--- src/rtl/phy_strap_pkg.sv ---
package phy_strap_pkg;
  localparam int REG_W   = 16;
  localparam int ADDR_W  = 5;
  localparam int LO_CNT  = 7;   // addresses 0..6
  localparam int HI_BASE = 16;  // addresses 16..20
  localparam int HI_CNT  = 5;
  localparam int NSLOT   = LO_CNT + HI_CNT;
  localparam int SLOT_W  = $clog2(NSLOT);
  localparam int CTL_SLOT = 0;
  localparam int CFG_SLOT = LO_CNT;
  localparam int BIT_SPEED = 13;
  localparam int BIT_ANEG  = 12;
  localparam int BIT_FDX   = 8;
  localparam int BIT_FIBER = 0;

  typedef struct packed {
    logic speed;
    logic aneg;
    logic fdx;
    logic fiber;
  } port_mode_t;

  function automatic logic addr_valid(input logic [ADDR_W-1:0] a);
    return (int'(a) < LO_CNT) ||
           (int'(a) >= HI_BASE && int'(a) < HI_BASE + HI_CNT);
  endfunction

  function automatic logic [SLOT_W-1:0] addr_slot(input logic [ADDR_W-1:0] a);
    if (int'(a) < LO_CNT) return SLOT_W'(a);
    return SLOT_W'(int'(a) - HI_BASE + LO_CNT);
  endfunction
endpackage

--- src/rtl/phy_strap_resolve.sv ---
module phy_strap_resolve
  import phy_strap_pkg::*;
(
  input  logic fiber_sel_i,
  input  logic fiber_fdx_i,
  input  logic cfg_force_i,
  input  logic cfg_speed_i,
  input  logic tp_fdx_i,
  output logic [REG_W-1:0] ctl_word_o,
  output logic [REG_W-1:0] cfg_word_o
);
  port_mode_t mode;

  always_comb begin
    mode = '0;
    if (fiber_sel_i) begin
      mode.fiber = 1'b1;
      mode.speed = 1'b1;
      mode.fdx   = fiber_fdx_i;
    end else if (cfg_force_i) begin
      mode.speed = cfg_speed_i;
      mode.fdx   = tp_fdx_i;
    end else begin
      mode.aneg  = 1'b1;
    end
  end

  always_comb begin
    ctl_word_o = '0;
    ctl_word_o[BIT_SPEED] = mode.speed;
    ctl_word_o[BIT_ANEG]  = mode.aneg;
    ctl_word_o[BIT_FDX]   = mode.fdx;
    cfg_word_o = '0;
    cfg_word_o[BIT_FIBER] = mode.fiber;
  end
endmodule

--- src/rtl/phy_strap_port_regs.sv ---
module phy_strap_port_regs
  import phy_strap_pkg::*;
(
  input  logic clk,
  input  logic rst,
  input  logic track_i,
  input  logic [REG_W-1:0] ctl_word_i,
  input  logic [REG_W-1:0] cfg_word_i,
  input  logic wr_en_i,
  input  logic [SLOT_W-1:0] wr_slot_i,
  input  logic [REG_W-1:0] wr_data_i,
  output logic [NSLOT-1:0][REG_W-1:0] regs_o
);
  for (genvar s = 0; s < NSLOT; s++) begin : g_slot
    localparam bit IS_CTL = (s == CTL_SLOT);
    localparam bit IS_CFG = (s == CFG_SLOT);
    if (IS_CTL || IS_CFG) begin : g_pin
      logic [REG_W-1:0] pin_word;
      assign pin_word = IS_CTL ? ctl_word_i : cfg_word_i;
      always_ff @(posedge clk) begin
        if (rst || track_i)
          regs_o[s] <= pin_word;
        else if (wr_en_i && wr_slot_i == SLOT_W'(s))
          regs_o[s] <= wr_data_i;
      end
    end else begin : g_plain
      always_ff @(posedge clk) begin
        if (rst)
          regs_o[s] <= '0;
        else if (wr_en_i && wr_slot_i == SLOT_W'(s))
          regs_o[s] <= wr_data_i;
      end
    end
  end
endmodule

--- src/rtl/phy_strap_cfg.sv ---
module phy_strap_cfg
  import phy_strap_pkg::*;
#(
  parameter int NPORTS = 4,
  parameter int PW = (NPORTS > 1) ? $clog2(NPORTS) : 1
)(
  input  logic clk,
  input  logic rst,
  input  logic manual_i,
  input  logic cfg_force_i,
  input  logic cfg_speed_i,
  input  logic tp_fdx_i,
  input  logic fiber_fdx_i,
  input  logic [NPORTS-1:0] fiber_sel_i,
  input  logic wr_valid_i,
  output logic wr_ready_o,
  input  logic [PW-1:0] wr_port_i,
  input  logic [4:0] wr_addr_i,
  input  logic [15:0] wr_data_i,
  input  logic [PW-1:0] rd_port_i,
  input  logic [4:0] rd_addr_i,
  output logic [15:0] rd_data_o,
  output logic [NPORTS-1:0] speed_o,
  output logic [NPORTS-1:0] fdx_o,
  output logic [NPORTS-1:0] fiber_o,
  output logic [NPORTS-1:0] aneg_o
);
  logic [NPORTS-1:0][NSLOT-1:0][REG_W-1:0] regs;
  logic wr_take;
  logic [SLOT_W-1:0] wr_slot;

  assign wr_ready_o = !rst;
  assign wr_take = wr_valid_i && wr_ready_o && !manual_i && addr_valid(wr_addr_i);
  assign wr_slot = addr_slot(wr_addr_i);

  for (genvar p = 0; p < NPORTS; p++) begin : g_port
    logic [REG_W-1:0] ctl_word, cfg_word;

    phy_strap_resolve u_res (
      .fiber_sel_i(fiber_sel_i[p]),
      .fiber_fdx_i(fiber_fdx_i),
      .cfg_force_i(cfg_force_i),
      .cfg_speed_i(cfg_speed_i),
      .tp_fdx_i   (tp_fdx_i),
      .ctl_word_o (ctl_word),
      .cfg_word_o (cfg_word)
    );

    phy_strap_port_regs u_regs (
      .clk       (clk),
      .rst       (rst),
      .track_i   (manual_i),
      .ctl_word_i(ctl_word),
      .cfg_word_i(cfg_word),
      .wr_en_i   (wr_take && wr_port_i == PW'(p)),
      .wr_slot_i (wr_slot),
      .wr_data_i (wr_data_i),
      .regs_o    (regs[p])
    );

    assign speed_o[p] = regs[p][CTL_SLOT][BIT_SPEED];
    assign aneg_o[p]  = regs[p][CTL_SLOT][BIT_ANEG];
    assign fdx_o[p]   = regs[p][CTL_SLOT][BIT_FDX];
    assign fiber_o[p] = regs[p][CFG_SLOT][BIT_FIBER];
  end

  always_comb begin
    rd_data_o = '0;
    if (addr_valid(rd_addr_i) && int'(rd_port_i) < NPORTS)
      rd_data_o = regs[rd_port_i][addr_slot(rd_addr_i)];
  end
endmodule

--- config.mk ---
export PLATFORM = sky130hd
export DESIGN_NAME = phy_strap_cfg
export DESIGN_NICKNAME = d
export VERILOG_FILES = /design/src/rtl/phy_strap_pkg.sv /design/src/rtl/phy_strap_resolve.sv /design/src/rtl/phy_strap_port_regs.sv /design/src/rtl/phy_strap_cfg.sv
export SDC_FILE = /design/constraint.sdc
export NUM_CORES = 2
export LEC_CHECK = 0
export BUFFER_PORTS_ARGS = -buffer_cell sky130_fd_sc_hd__buf_2
export CAP_MARGIN = 20
export CORE_MARGIN = 5
export CORE_UTILIZATION = 30
export CTS_CLUSTER_DIAMETER = 30
export DETAILED_ROUTE_END_ITERATION = 6
export GPL_TIMING_DRIVEN = 0
export PLACE_DENSITY = 0.47
export SETUP_SLACK_MARGIN = 0.15
export SLEW_MARGIN = 20
export SYNTH_ARGS = -nofsm -noshare
export SYNTH_HDL_FRONTEND = slang
export SYNTH_SLANG_ARGS = --single-unit
--- constraint.sdc ---
create_clock -name clk -period 2.9 [get_ports clk]
set_input_delay 0.58 -clock clk [delete_from_list [all_inputs] [get_ports clk]]
set_output_delay 0.58 -clock clk [all_outputs]
set_load 0.05 [all_outputs]
======== Word level (Yosys, flattened, before mapping) ========
Index checks and enable logic that the tools add are counted.
storage, ports and cells
  bits in registers ....................... 768
  word-level logic and storage cells ...... 202
  output and inout port bits .............. 33
  input port bits ......................... 42
cells by class
  magnitude comparators ................... 8
  reduce and logical (&&, ||, !) cells .... 72
  equality and inequality tests ........... 14
  muxes and demuxes ....................... 48
  add/sub/neg operators ................... 4
operator list
  operator               number
  $bmux W192 S2          1
  $mux W192              1
  $mux W14               8
  $bmux W16 S4           1
  $logic_and A1 B1 Y1    57
  $mux W16               2
  $mux W1                30
  $mux W4                5
  $eq A4 B3 Y1 const B   4
  $eq A4 B4 Y1 const B   4
  $reduce_bool A2 Y1     8
  $ge A5 B5 Y1 const B   2
  $lt A5 B3 Y1 const B   2
  $lt A5 B5 Y1 const B   2
  $add A4 B4 Y4 const B  2
  $eq A4 B2 Y1 const B   2
  $sub A4 B1 Y4 const B  2
  $lt A4 B5 Y1 const B   1
  $eq A2 B2 Y1 const B   2
  $eq A4 B1 Y1 const B   1
  $logic_not A4 Y1       1
  $logic_or A1 B1 Y1     3
  $lt A2 B3 Y1 const B   1
  $eq A2 B1 Y1 const B   1
  other kinds (2)        3

======== Logic depth before layout (Yosys ltp) ========
  word-level depth ........................ 9
  mapped depth ............................ 12
  depth with buffers taken out ............ 7

======== By module ========
Synthesis repeated with hierarchy kept, for this count alone.
unflattened totals
  cell total of the unflattened synthesis .. 3579
  area total of the unflattened synthesis .. 38299.2 um^2
by module, submodules not included
  module               seq. area each (um^2)  times used  area an instance (um^2)  cells each
  phy_strap_port_regs  4164.0                 4           7624.8                   685
  phy_strap_cfg        0.0                    1           6804.0                   699
  phy_strap_resolve    0.0                    4           249.0                    35

======== Worst setup path before layout ========
OpenSTA, ideal clock, no wires.
  path kind ............................... input port to output port
  start ................................... input rd_addr_i[1]
  end ..................................... output rd_data_o[10]
  cell stages on the path ................. 9
  setup slack ............................. -1.036 ns
  arrival time ............................ 3.356 ns
  buffers on the path ..................... 2
  required time ........................... 2.320 ns
  path through ............................ clkbuf_1 -> inv_1 -> ha_1 -> inv_1 -> o21ai_1 -> buf_1 -> a2111oi_0 -> o21a_1 -> o32ai_1
on the way
  longest elaborated chain between the ends .. 8
  elaborated cells between the ends (all ways) .. 15
  those cells by class .................... add/sub (2); order compare (3); mux (8); reduce/logical (2)
ends and longest elaborated chain
  item                                                                   RTL line             text
  start, declared                                                        phy_strap_cfg.sv:21  input logic [4:0] rd_addr_i,
  parallel branches: the longest is 7 deep, another holds $sub A4 B1 Y4  --
  $mux W16 *                                                             phy_strap_cfg.sv:69  if (addr_valid(rd_addr_i) && int'(rd_port_i) < NPORTS)
  end, declared                                                          phy_strap_cfg.sv:22  output logic [15:0] rd_data_o,
Mark *: on every way between the ends. The select of a mux whose other input is x is not followed.

======== Worst setup path after layout ========
  start ................................... input rd_addr_i[1]
  end ..................................... output rd_data_o[14]
The elaborated chain is that of the path after synthesis.

==> key figures <==
Critical path
  • Buf+Inv Stages, Crit Path: 4
  • Cell mode on critical path: buf_4
  • WP data required: 2.32 ns
  • Delay of the slowest cell on the worst path: 0.38 ns
  • CP Class: input pin to output pin
  • Worst setup SP type: input pin
  • CP max stage cell: maj3_1
  • Critical Path Fanout Max: 8
  • Setup slack, reg-to-reg: 2.15 ns
  • Critical Path, Cell by Cell: buf_8 -> clkbuf_16 -> buf_4 -> maj3_1 -> a21oi_4 -> nand4_1 -> a211o_1 -> o211ai_1 -> buf_4
  • Critical path endpoint category: output pin
  • CP arrival: 2.81 ns
  • CP delay by family, top: compound AO/OA/AOI/OAI gates

Run status
  • Violated checks: design-rule violations, negative setup slack
  • Outcome: finished, violations left

Place
  • Final HPWL DP: 115000 um
  • Placer Congestion: 0.919
  • IO Port Bufs: 54
  • Placed cell count: 5175

Timing
  • Crit path time final: 3.39 ns
  • Setup Skew: 0 ns
  • Unrepaired setup endpoints after global routing: true
  • Crit share post-route: 1.17
  • Setup-failing EPs final: 16
  • Slew HR: 0.183
  • Slew at the pin closest to its max-slew limit: 1.23 ns
  • Max-slew violations: 0
  • Final worst setup slack: -0.493 ns
  • Final hold vios: 0
  • Max Fclk: 0.295 GHz

Power and ir drop
  • PD cells: 765 nW/um2
  • Psw: 9.12 mW
  • Logic pwr share: 0.077
  • Power share of the clock group: 0.637
  • Sw frac: 0.244
  • Leakage power: 17.2 nW
  • Max VDD drop: 0.000646 V
  • Pint: 28.2 mW
  • Seq pwr share: 0.286
  • Pwr Total: 37.3 mW

Finish
  • # fillers: 11600
  • Biggest register: g_port.u_regs.regs_o
  • Layout cell share with drive strength beyond 1: 0.283
  • Largest registers: g_port.u_regs.regs_o x768
  • Synthesis-to-layout area growth: 35.2%
  • Max FFs per register: 768
  • Fin cells: 5668
  • Most frequent cells in the layout: 747 x dfxtp_1, 516 x nor2_1, 510 x mux2i_1
  • Most common cell after layout, fill and taps aside: dfxtp_1
  • Final nets: 3931

Yosys
  • Largest cells by area after synthesis: dfxtp_1 42%, mux2i_1 15%, mux4_2 12%
  • Xor and xnor area share after synthesis: 0.000243
  • Top cell type by total area after synthesis: dfxtp_1
  • Register area share after synthesis: 0.431
  • Post-synthesis compound-gate area fraction: 0.112
  • Largest family of logic cells by synthesized area: multiplexers
  • Asr flop ratio synth: 0
  • Mapped Avg Cell Area: 10.3 um2
  • Post-synth cell types: 77
  • Synth Instances: 3506
  • Share of Yosys cell area claimed by the top area cell type: 0.418
  • Synth warn: 0
  • Post-Synth Adder-Cell Area: 0.00167
  • EDFF count, synth: 16
  • Most common flop cell mapped by yosys: dfxtp_1
  • Seq cells post-synth: 768
  • Post-synthesis mux area share: 0.278
  • Synthesized Nets: 3552
  • Syn Std Cell Area: 36100 um2
  • Post-synthesis simple-gate area fraction: 0.119

Drt
  • Initial DRC count: 3225
  • DR vias/cell: 5.53
  • Met3 wire len: 13000 um
  • Post-DRT Antenna Nets: 0
  • Vias: 31300
  • DRC Markers: 2
  • Highest metal used: met5
  • Initial DRT Pass Iterations: 7
  • Final wirelength: 166000 um
  • WL met1: 68100 um
  • Met2 WL post-DR: 76100 um
  • Wire length per cell: 29.2 um

GRT
  • Initial antenna violation count: 4
  • Vias in the first global route: 30700
  • Global route overflow: 0
  • Global-route wire length before repair: 231000 um
  • Largest net degree at the start of global routing: 17
  • GR Util All Layers: 0.254

Floorplanning
  • Core Footprint: 120000 um2
  • # rows: 127
  • Chip height: 357 um
  • Die Wd: 357 um
  • I/O pin cnt: 75
  • Die ar.: 127000 um2
  • Initial cell density of the core: 0.301

CTS
  • CTS Root Cell: clkbuf_16
  • Num CTS Buffers: 201
  • Cts hold-fix bufs: 0
  • Clock Path Buffers: 3
  • Clk Latency, worst-skew pair: 0.80 ns
  • Clk sink count: 768
  • H-tree depth: 4
  • CTS tree: done
  • Clock transition at path regs: 0.04 ns

Flow run
  • Max Cap Viol: 0

Hold path
  • Hold crit path type: input pin to flip-flop
==> per-layer routing <==
metal / up-vias / track usage
li1: 13600 / -
met1: 15900 / 0.328
met2: 1484 / 0.406
met3: 390 / 0.0556
met4: 2 / 0.120
met5: - / 0
==> cell usage after synthesis (all sizes together) (3+ instances only) <==
cell type,n
dfxtp,752
mux2i,529
nor2,518
o21ai,276
a21oi,213
buf,206
nand3,200
clkbuf,199
mux4,192
o211ai,72
nand2,61
mux2,37
nor4,29
o211a,19
edfxtp,16
inv,16
a211oi,14
or3,14
o22ai,13
nand2b,11
o21a,11
nor3,10
a2111oi,9
a221oi,7
a31o,7
o221ai,7
o2111ai,6
o32ai,6
ha,4
or4,4
and2,3
nor2b,3
o2111a,3
or4b,3
==> worst paths after layout <==
check	startpoint	to	cells after the start
hold / removal	fiber_sel_i[0]	g_port[0].u_regs.regs_o[112]	3
hold reg to reg	g_port[3].u_regs.regs_o[134]	g_port[3].u_regs.regs_o[134]	2
setup / recovery	rd_addr_i[1]	rd_data_o[14]	9
setup reg to reg	g_port[2].u_regs.regs_o[154]	g_port[2].u_regs.regs_o[154]	2
==> through the flow <==
step	cell area, um2	TNS, ns	hold WS [ns]	setup WS, ns	utilization
floorplan	36400	-2.51	0.450	-0.339	-
CTS	48000	-6.34	0.109	-0.456	0.401
global placement	38700	-417.13	0.459	-2.26	0.323
global route	48700	-6.98	0.160	-0.520	0.407
detailed placement	38800	-422.96	0.465	-1.91	0.324
finish	48700	-6.60	0.152	-0.493	0.407
==> final cells by class <==
cell class | count | area [um2] | area share
Clock inverter | 98 | 1480 | 0.0305
Inverter | 17 | 81.3 | 0.00167
Timing Repair Buffer | 176 | 1540 | 0.0316
Sequential cell | 768 | 15500 | 0.319
Clock buffer | 274 | 5790 | 0.119
Tap cell | 1612 | 2020 | 0.0414
Multi-Input combinational cell | 2316 | 19500 | 0.399
Buffer | 405 | 2820 | 0.0579
Antenna cell | 2 | 5.00 | 0.000103
==> repair_timing <==
| item | CTS | global route |
|---|---|---|
| endpoints found under the setup margin | 263 | 300 |
| pin swaps | 47 | 40 |
| gates cloned | 2 | 1 |
| setup buffers | 48 | 68 |
| resized for setup | 338 | 65 |
==> power groups by stage <==
stage	logic [mW]	clock network [mW]	registers, mW
2_1_floorplan	1.29	0	10.9
3_3_place_gp	2.34	0	10.9
3_5_place_dp	2.35	0	10.9
4_1_cts	2.72	23.9	10.7
5_1_grt	2.89	24.5	10.7
6_report	2.86	23.8	10.7
==> worst reg2reg max path, cell delays in order (launching register included) <==
cell and delay (ns):
dfxtp_1 0.41, o21ai_0 0.12, a21oi_1 0.15
==> kinds of logic after synthesis <==
group,Yosys count
simple gates,872
flops,768
mux,758
compound gates,680
buf+inv,422
fa+ha+maj,5
xor+xnor,1
Power figures use the tool's default switching activity.
